[config.mk]
export PLATFORM = sky130hd
export DESIGN_NAME = crf_banked
export DESIGN_NICKNAME = d
export VERILOG_FILES = /design/src/rtl/crf_pkg.sv /design/src/rtl/crf_next.sv /design/src/rtl/crf_rdmux.sv /design/src/rtl/crf_banked.sv
export SDC_FILE = /design/constraint.sdc
export NUM_CORES = 1
export LEC_CHECK = 0
export BUFFER_PORTS_ARGS = -buffer_cell sky130_fd_sc_hd__buf_2
export CAP_MARGIN = 15
export CORE_UTILIZATION = 55
export CTS_CLUSTER_SIZE = 20
export DETAILED_ROUTE_END_ITERATION = 12
export MAX_ROUTING_LAYER = met4
export PLACE_DENSITY_LB_ADDON = 0.3
export SYNTH_ARGS = -nofsm -noshare
export SYNTH_HDL_FRONTEND = slang
export SYNTH_SLANG_ARGS = --single-unit
[constraint.sdc]
create_clock -name clk -period 3.4 [get_ports clk]
set_clock_uncertainty 0.15 [all_clocks]
set_input_delay 1.02 -clock clk [delete_from_list [all_inputs] [get_ports clk]]
set_output_delay 1.02 -clock clk [all_outputs]
set_load 0.03 [all_outputs]
[src/rtl/crf_pkg.sv]
package crf_pkg;
    localparam int XLEN      = 32;
    localparam int BYTE_W    = 8;
    localparam int NUM_AUX   = 2;
    localparam int AUX_BASE  = 4;

    localparam int CR_STS    = 0;
    localparam int CR_COND   = 1;
    localparam int CR_ISP    = 2;
    localparam int CR_USP    = 3;
    localparam int CR_BPC    = 6;
    localparam int CR_BBPC   = 7;
    localparam int CR_BBSTS  = 8;

    localparam int SMODE_BIT = 7;
    localparam logic [BYTE_W-1:0] STS_MASK  = 8'hC0;
    localparam logic [BYTE_W-1:0] BSTS_MASK = 8'hC1;

    typedef struct packed {
        logic [BYTE_W-1:0]             sts;
        logic [BYTE_W-1:0]             bsts;
        logic                          cond;
        logic [BYTE_W-1:0]             bbsts;
        logic [XLEN-1:0]               isp;
        logic [XLEN-1:0]               usp;
        logic [XLEN-1:0]               bpc;
        logic [XLEN-1:0]               bbpc;
        logic [NUM_AUX-1:0][XLEN-1:0]  aux;
    } crf_state_t;
endpackage

[src/rtl/crf_next.sv]
module crf_next
    import crf_pkg::*;
#(
    parameter int IDX_W = 4
) (
    input  crf_state_t        state_q,
    input  logic              wr_en,
    input  logic [IDX_W-1:0]  wr_idx,
    input  logic [XLEN-1:0]   wr_data,
    input  logic [XLEN-1:0]   sp_in,
    output crf_state_t        state_d,
    output logic              sp_wr_en,
    output logic [XLEN-1:0]   sp_wr_data
);
    logic old_user;
    logic new_user;

    assign old_user = state_q.sts[SMODE_BIT];
    assign new_user = wr_data[SMODE_BIT];

    always_comb begin
        state_d    = state_q;
        sp_wr_en   = 1'b0;
        sp_wr_data = '0;
        if (wr_en) begin
            if (wr_idx == IDX_W'(CR_STS)) begin
                state_d.sts  = wr_data[BYTE_W-1:0];
                state_d.bsts = wr_data[2*BYTE_W-1:BYTE_W];
                state_d.cond = wr_data[0];
                if (old_user && !new_user) begin
                    state_d.usp = sp_in;
                    sp_wr_en    = 1'b1;
                    sp_wr_data  = state_q.isp;
                end else if (!old_user && new_user) begin
                    state_d.isp = sp_in;
                    sp_wr_en    = 1'b1;
                    sp_wr_data  = state_q.usp;
                end
            end else if (wr_idx == IDX_W'(CR_COND)) begin
                state_d.cond = wr_data[0];
            end else if (wr_idx == IDX_W'(CR_ISP)) begin
                if (!old_user) begin
                    sp_wr_en   = 1'b1;
                    sp_wr_data = wr_data;
                end else begin
                    state_d.isp = wr_data;
                end
            end else if (wr_idx == IDX_W'(CR_USP)) begin
                if (old_user) begin
                    sp_wr_en   = 1'b1;
                    sp_wr_data = wr_data;
                end else begin
                    state_d.usp = wr_data;
                end
            end else if (wr_idx == IDX_W'(CR_BPC)) begin
                state_d.bpc = wr_data;
            end else if (wr_idx == IDX_W'(CR_BBPC)) begin
                state_d.bbpc = wr_data;
            end else if (wr_idx == IDX_W'(CR_BBSTS)) begin
                state_d.bbsts = wr_data[BYTE_W-1:0];
            end else begin
                for (int k = 0; k < NUM_AUX; k++) begin
                    if (wr_idx == IDX_W'(AUX_BASE + k)) begin
                        state_d.aux[k] = wr_data;
                    end
                end
            end
        end
    end
endmodule

[src/rtl/crf_rdmux.sv]
module crf_rdmux
    import crf_pkg::*;
#(
    parameter int IDX_W = 4
) (
    input  crf_state_t        state_q,
    input  logic [IDX_W-1:0]  rd_idx,
    input  logic [XLEN-1:0]   sp_in,
    output logic [XLEN-1:0]   rd_data
);
    localparam int HI_PAD = XLEN - 2*BYTE_W;
    localparam int BY_PAD = XLEN - BYTE_W;

    logic            user_act;
    logic [XLEN-1:0] aux_rd;
    logic            aux_hit;

    assign user_act = state_q.sts[SMODE_BIT];

    always_comb begin
        aux_rd  = '0;
        aux_hit = 1'b0;
        for (int k = 0; k < NUM_AUX; k++) begin
            if (rd_idx == IDX_W'(AUX_BASE + k)) begin
                aux_rd  = state_q.aux[k];
                aux_hit = 1'b1;
            end
        end
    end

    always_comb begin
        rd_data = '0;
        if (rd_idx == IDX_W'(CR_STS)) begin
            rd_data = {{HI_PAD{1'b0}}, state_q.bsts & BSTS_MASK,
                       (state_q.sts & STS_MASK) | {{(BYTE_W-1){1'b0}}, state_q.cond}};
        end else if (rd_idx == IDX_W'(CR_COND)) begin
            rd_data = {{(XLEN-1){1'b0}}, state_q.cond};
        end else if (rd_idx == IDX_W'(CR_ISP)) begin
            rd_data = user_act ? state_q.isp : sp_in;
        end else if (rd_idx == IDX_W'(CR_USP)) begin
            rd_data = user_act ? sp_in : state_q.usp;
        end else if (rd_idx == IDX_W'(CR_BPC)) begin
            rd_data = {state_q.bpc[XLEN-1:1], 1'b0};
        end else if (rd_idx == IDX_W'(CR_BBPC)) begin
            rd_data = {state_q.bbpc[XLEN-1:1], 1'b0};
        end else if (rd_idx == IDX_W'(CR_BBSTS)) begin
            rd_data = {{BY_PAD{1'b0}}, state_q.bbsts & BSTS_MASK};
        end else if (aux_hit) begin
            rd_data = aux_rd;
        end
    end
endmodule

[src/rtl/crf_banked.sv]
module crf_banked
    import crf_pkg::*;
#(
    parameter int IDX_W = 4
) (
    input  logic              clk,
    input  logic              rst_n,
    input  logic [IDX_W-1:0]  rd_idx,
    output logic [XLEN-1:0]   rd_data,
    input  logic              wr_en,
    input  logic [IDX_W-1:0]  wr_idx,
    input  logic [XLEN-1:0]   wr_data,
    input  logic [XLEN-1:0]   sp_in,
    output logic              sp_wr_en,
    output logic [XLEN-1:0]   sp_wr_data,
    output logic              cond_o,
    output logic              user_stack_o
);
    crf_state_t state_d;
    crf_state_t state_q;

    crf_next #(.IDX_W(IDX_W)) u_next (
        .state_q   (state_q),
        .wr_en     (wr_en),
        .wr_idx    (wr_idx),
        .wr_data   (wr_data),
        .sp_in     (sp_in),
        .state_d   (state_d),
        .sp_wr_en  (sp_wr_en),
        .sp_wr_data(sp_wr_data)
    );

    crf_rdmux #(.IDX_W(IDX_W)) u_rdmux (
        .state_q(state_q),
        .rd_idx (rd_idx),
        .sp_in  (sp_in),
        .rd_data(rd_data)
    );

    always_ff @(posedge clk or negedge rst_n) begin
        if (!rst_n) begin
            state_q <= '0;
        end else begin
            state_q <= state_d;
        end
    end

    assign cond_o       = state_q.cond;
    assign user_stack_o = state_q.sts[SMODE_BIT];
endmodule

==> summary.md, run 1 <==
| Metric | Value |
|---|---|
| Core Rows | between 50 and 60 |
| Post-synthesis mux area share | between 20% and 30% |
| Yosys cell types | between 50 and 60 |
| Cells after DPL | ~1500 |
| Longest Clk Path Bufs | 2 |
| Top cells by count, synth | dfrtp_1, nand2_1, mux2_2, a22oi_1, o21ai_0 |
| Clock Power Share | between 20 and 30% |
| Mapped Cells | around 1100 |
| Slew Limit Headroom | approximately 58% |
| Top_reg_cell synth | dfrtp_1 |
| Failing checks | negative setup slack |
| Switch share | around a third |
| Hold Crit Class | register to register |
| Flop-to-flop setup slack | ~0.8 ns |
| P&R area growth vs syn | 39.4% |
| CP arrival | 2.59 ns |
| DP Area | roughly 13000 um^2 |
| Design area | about 16000 um^2 |
| Peak supply drop | 385 uV |
| Hold_buf cts | 0 |
| Die area | about 21000 um^2 |
| Num CTS Buffers | 17 |
| Final #Nets | around 1400 |
| Htree depth | 4 |
| Post-synthesis simple-gate area fraction | 9.54% |
| Post-Synthesis Net Count | 1147 |
| Worst-Skew Late Latency | 0.44 ns |
| Status | finished, violations left |
| Cell Int Power | 5.15 mW |
| GRT Util Overall | approximately 35% |
| Initial Util | between 50% and 60% |
| Initial antenna violation count | 1 |
| Pwr Density | a little under 500 nW/um^2 |
| Final non-filler cell total | 1570 |
| # DRC | 0 |
| Worst slack, placed | -0.282 ns |
| Worst-margin pin slew | roughly 0.63 ns |
| Synth async-reset ratio | 100% |
| Top post-synthesis cells by area | dfrtp_1, mux2_2, a22oi_1 |
| Synth Area in Adders | 0.332% |
| Total grt overflow | 0 |
| Setup ws final | -0.362 ns |
| Die height | about 150 um |
| Combinational Power Share | between 30% and 40% |
| Final hold vios | 0 |
| Final number of setup-violating endpoints | 37 |
| Top-count cell post-synth | dfrtp_1 |
| Yosys reg bits | 199 |
| Largest net degree at the start of global routing | roughly 70 |
| Post-detail-place hpwl | between 20000 and 25000 um |
| WS Path Type | input port to primary output |
| Syn_area_per_cell | about 11 um^2 |
| RSZ-0062 raised after global routing | true |
| Vias in the first global route | about 10000 |
| Crit path time final | between 3 and 4 ns |
| Routability cong. | between 0.8 and 0.9 |
| Yosys warns | 0 |
| CORE AREA | 20200 um^2 |
| P_sw | around 2.6 mW |
| Routed len/inst | about 26 um |
| Drt pass-1 iters | 8 |
| Largest family of logic cells by synthesized area | multiplexers |
| Sequential cell area fraction in the yosys report | ~44% |
| CTS Root Cell | clkbuf_16 |
| Worst-path fanout max | 6 |
| First-pass GRT wire length | approximately 56000 um |
| Max incr delay on CP | 0.56 ns |
| Final Max Slew Viols | 0 |
| Port-buffer cells | ~140 |
| EDFF count, synth | 0 |
| Compound-Gate Fraction of Synth Area | 17.5% |
| RR Startpoint | user_stack_o |
| WP data required | around 2.2 ns |
| CP max stage cell | or4b_4 |
| Hold path startpoint | state_q[116] |
| Reg power frac | approximately 43% |
| Period utilization | 111% |
| Yosys top cell area share | between 40 and 50% |
| Initial DRC count | roughly 1300 |
| Io pins | around 140 |
| Static Leak | about 6.7 nW |
| Post-synth top area cell | dfrtp_1 |
| Vias per cell | ~6.7 |
| Xor/xnor share of the synthesized area | less than 1% |
| Setup_tns | -3.85 ns |
| DRT Wirelength | 40400 um |
| Startpoint types | input port |
| Max Clk Rate | roughly 270 MHz |
| Horiz. Die Dim | 145 um |
| Setup crit end kind | primary output |
| Worst setup startpoint | rd_idx[0] |
| Via count | between 10000 and 15000 |
| Cell Area, Synth | roughly 11000 um^2 |
| CTS tree | built |
| CP cell instances | clkbuf_16 > or4b_4 > o22ai_1 > a221oi_2 > a211o_2 > buf_6 |
| Number of routed nets with antenna violations | 0 |
| Max Cap Viol | 0 |
| Share of post-route cells with drive strength above 1 | slightly above 50% |
| Clk sinks | around 200 |
| Clock slew at reported path FFs | about 0.070 ns |
layout make-up:
type	instances	area, um^2
clock buffer	22	454
clock inverter	10	98.8
inverter	6	35.0
tap	270	338
fill	1118	4400
timing repair buffer	298	3050
multi-input combinational	764	6820
antenna	1	2.50
sequential	199	4980
logic make-up after synthesis:
group | Yosys count
buffers and inverters | 106
multiplexers | 221
adder cells (fa/ha/maj) | 3
AO/OA/AOI/OAI | 309
flip-flops | 199
XOR/XNOR | 2
AND/OR/NAND/NOR | 229
critical path, delay by kind of cell:
kind,cells,cell delay [ns]
compound gates,3,0.70
buf+inv,2,0.31
simple gates,1,0.56
what timing repair did:
action,CTS,global route
resized for setup,214,107
cloned,3,8
setup endpoints to repair,64,63
hold endpoints to repair,0,0
setup buffers,24,24
pin swaps,30,34
sequential cells by signal, indices dropped and copies added (netlist names):
| register | flops |
|---|---|
| cond_o | 1 |
| state_q | 197 |
| user_stack_o | 1 |
worst paths after layout:
kind                                      to  cells past startpoint
max in group asynchronous        state_q[83]                      2
min in group asynchronous       state_q[130]                      1
worst max register to register  state_q[157]                      7
worst min register to register  state_q[116]                      1
worst min-delay path            state_q[116]                      1
worst max-delay path              rd_data[7]                      6
placed cells by master, fill, tap and decap left out, types with 13 or more instances in the layout:
| cell | synthesis | final |
|---|---|---|
| buf_4 | 14 | 94 |
| a22oi_2 | 0 | 31 |
| buf_2 | 27 | 76 |
| o21ai_2 | 0 | 13 |
| mux2i_1 | 56 | 56 |
| mux4_2 | 26 | 26 |
| a21oi_2 | 0 | 14 |
| mux2_2 | 135 | 135 |
| dfrtp_1 | 199 | 198 |
| nor2b_2 | 0 | 31 |
| a211oi_2 | 0 | 19 |
| a22oi_1 | 96 | 65 |
| clkbuf_16 | 0 | 25 |
| o21ai_1 | 40 | 51 |
| buf_12 | 0 | 33 |
| nand2_1 | 147 | 140 |
| o21ai_0 | 69 | 44 |
| buf_6 | 3 | 75 |
| a211oi_4 | 0 | 22 |
metrics by stage:
stage | power, mW | util (%) | hold slack, ns
5_1_grt | 8.06 | 78.2 | 0.368
3_3_place_gp | 5.23 | 66.4 | 0.321
6_report | 7.78 | 78.2 | 0.356
2_1_floorplan | 4.65 | - | 0.295
3_5_place_dp | 5.33 | 66.4 | 0.328
4_1_cts | 7.43 | 74.2 | 0.343
power by group through the flow:
stage / logic [mW] / registers [mW] / clock network (mW)
final: 2.43 / 3.36 / 1.98
after global routing: 2.57 / 3.41 / 2.08
after CTS: 2.15 / 3.30 / 1.97
after detailed placement: 1.99 / 3.34 / 0
after global placement: 1.92 / 3.30 / 0
after floorplan: 1.43 / 3.21 / 0
metal layers:
metal / vias up / GRT usage, % / part of all wire (%)
li1: 4361 / - / -
met1: 5230 / 43.6 / 37
met2: 744 / 56.3 / 48
met3: 225 / 7.24 / 9.0
met4: 0 / 16.3 / 5.9
met5: - / - / 0
Power figures use the tool's default switching activity.
==> inputs of run 2 (changes only) <==
==> constraint.sdc (replaced) <==
create_clock -name clk -period 4.25 [get_ports clk]
set_clock_uncertainty 0.15 [all_clocks]
set_input_delay 1.275 -clock clk [delete_from_list [all_inputs] [get_ports clk]]
set_output_delay 1.275 -clock clk [all_outputs]
set_load 0.1 [all_outputs]
==> run 2 against run 1 <==
Net effect:
- the run now ends clean
- combinational power is 19% lower
- sequential cell count stayed put
- total power is 20% lower
- global-route usage is 1.9 points lower
- hold slack worse by 0.012 ns
- worst setup slack better by 0.41 ns
- register-to-register slack better by 0.55 ns
- first-iteration DRC count is 35% lower
- routed wire length is 15% lower
- clock power is 18% lower
- die area stayed put
- non-clock buffer count is 93 lower
==> summary.md, run 2 (same netlist as run 1, synthesis figures left out) <==
| Metric | Value |
|---|---|
| RSZ-0062 raised after global routing | true |
| Die area | 21100 um^2 (unchanged) |
| Longest Clk Path Bufs | 2 (unchanged) |
| CTS Root Cell | clkbuf_16 |
| Cell Int Power | 4.13 mW (-20%) |
| Design area | 14800 um^2 (-6.2%) |
| Worst setup startpoint | rd_idx[3] |
| P_sw | 2.13 mW (-19%) |
| Max Clk Rate | roughly 240 MHz |
| Met3 wire length | 2780 um (-24%) |
| Status | complete, no violations |
| Hold Crit Class | register to register |
| CTS tree | built |
| Clk sinks | 199 (unchanged) |
| Via count | 9602 (-9.1%) |
| GRT Util Overall | 33.5% (-1.9 points) |
| CP bufs+invs | 4 (+2) |
| WS Path Type | input port to primary output |
| Pwr Density | 423 nW/um^2 (-14%) |
| Drt pass-1 iters | 5 (-3) |
| Combinational Power Share | 31.7% (+0.4 points) |
| Die height | 145 um (unchanged) |
| Htree depth | 4 (unchanged) |
| Commonest non-fill, non-tap cell in the layout | dfrtp_1 |
| Post-detail-place hpwl | 21900 um (-3.1%) |
| CP cell instances | buf_2 > or3b_1 > nor2_4 > buf_4 > buf_4 > a211oi_4 > buf_12 |
| Worst-margin pin slew | 1.19 ns (+0.557 ns) |
| Worst path top cell family by delay | buffers and inverters |
| Initial DRC count | 818 (-35%) |
| Initial Util | 56.1% (unchanged) |
| Peak supply drop | 332 uV (-14%) |
| Worst slack, placed | 0.0409 ns (+0.323 ns) |
| DRT Wirelength | 34200 um (-15%) |
| CORE AREA | 20200 um^2 (unchanged) |
| DP Area | 14100 um^2 (+5.2%) |
| Most flop-heavy register | state_q |
| Period utilization | 98.9% |
| WL met2 | 16800 um (-14%) |
| Worst-Skew Late Latency | 0.43 ns (about the same) |
| Max FFs per register | 197 (unchanged) |
| Filler cells | 1336 (+19%) |
| Vias per cell | 6.48 (-3.6%) |
| Vias in the first global route | 9784 (-4.3%) |
| Reg power frac | 42.4% (-0.8 points) |
| Max Cap Viol | 0 (unchanged) |
| CP arrival | 2.78 ns (+0.19 ns) |
| First-pass GRT wire length | 53300 um (-5.0%) |
| Setup ws final | 0.0447 ns (+0.407 ns) |
| Slew Limit Headroom | 20.3% (-38 points) |
| Most frequent cells in the layout | dfrtp_1, nand2_1, mux2_2 |
| Share of post-route cells with drive strength above 1 | 39.3% (-12 points) |
| Setup crit end kind | primary output |
| Horiz. Die Dim | 145 um (unchanged) |
| Num CTS Buffers | 17 (unchanged) |
| Met1 WL | 13500 um (-9.1%) |
| Static Leak | 6.16 nW (-7.7%) |
| Total grt overflow | 0 (unchanged) |
| Min Hold Slack | 0.344 ns (-0.0119 ns) |
| Startpoint types | input port |
| Final number of setup-violating endpoints | 0 (-100%) |
| Number of routed nets with antenna violations | 0 (unchanged) |
| Crit path time final | about 4.2 ns |
| Post CTS Setup Buffer Count | 0 (-100%) |
| Port-buffer cells | 141 (unchanged) |
| RR Startpoint | user_stack_o |
| Routed len/inst | 23.1 um (-10%) |
| Largest net degree at the start of global routing | 80 (+13%) |
| Final #Nets | 1271 (-6.8%) |
| Final Max Slew Viols | 0 (unchanged) |
| P&R area growth vs syn | 30.7% |
| Max incr delay on CP | 0.44 ns (-0.12 ns) |
| Switch share | 34.0% (+0.25 points) |
| Clock slew at reported path FFs | 0.07 ns (about the same) |
| Crit path top cell by count | buf_4 |
| Uppermost routed layer | met4 |
| Hold path startpoint | state_q[103] |
| Clock Power Share | 25.9% (+0.4 points) |
| CP max stage cell | or3b_1 |
| WP data required | 2.82 ns (+0.59 ns) |
| Core Rows | 52 (unchanged) |
| Final hold vios | 0 (unchanged) |
| Routability cong. | 0.894 (+4.6%) |
| Worst-path fanout max | 9 (+3) |
| Hold_buf cts | 0 (unchanged) |
| Io pins | 142 (unchanged) |
| # DRC | 0 (unchanged) |
| Initial antenna violation count | 5 (+4) |
run 2: repair_timing:
item,4_1_cts,5_1_grt
resized for setup,0,11
setup endpoints to repair,0,19
hold endpoints to repair,0,0
run 2: worst reg2reg max path, cell delays in order, from the launching register on:
cell and delay [ns]:
dfrtp_4 0.53, inv_1 0.07, ha_1 0.24, buf_12 0.19, nor3b_1 0.17, o211ai_4 0.92, buf_4 0.39, nand2_1 0.09
o21ai_1 0.08
run 2: worst paths after layout:
check,to,slack [ns],depth (start not counted)
setup / recovery,rd_data[21],0.04,7
hold / removal,state_q[103],0.34,2
max in group asynchronous,state_q[84],2.43,2
min in group asynchronous,state_q[161],0.73,1
hold reg to reg,state_q[103],0.34,2
setup reg to reg,state_q[183],1.35,8
run 2: cell type report:
type                    count  area, um^2  area share (%)
repair buffers            205        2400            16.2
inverters                   6        22.5           0.152
clock inverters            10         119           0.804
clock buffers              22         464            3.14
diodes                      5        12.5          0.0846
well taps                 270         338            2.28
multi-input cells         764        6450            43.6
flip-flops and latches    199        4980            33.7
run 2: metal layers:
metal / global-route usage, % / up-vias
met5: - / -
met1: 42.6 / 4804
met4: 16.5 / 0
li1: - / 4178
met2: 52.5 / 528
met3: 5.36 / 92
run 2: power by group through the flow:
stage	clock network (mW)	registers (mW)	logic [mW]
finish	1.62	2.65	1.98
global route	1.71	2.70	2.11
CTS	1.63	2.63	1.95
detailed placement	0	2.66	1.93
global placement	0	2.63	1.87
floorplan	0	2.59	1.37
run 2: through the flow:
| stage | TNS, ns | power [mW] | util (%) | cells |
|---|---|---|---|---|
| floorplan | -1.01 | 3.97 | - | 1069 |
| global placement | 0 | 4.50 | 69.9 | 1442 |
| detailed placement | 0 | 4.59 | 69.9 | 1442 |
| CTS | 0 | 6.21 | 72.8 | 1474 |
| global route | -0.0118 | 6.52 | 73.3 | 1481 |
| finish | 0 | 6.26 | 73.3 | 1481 |
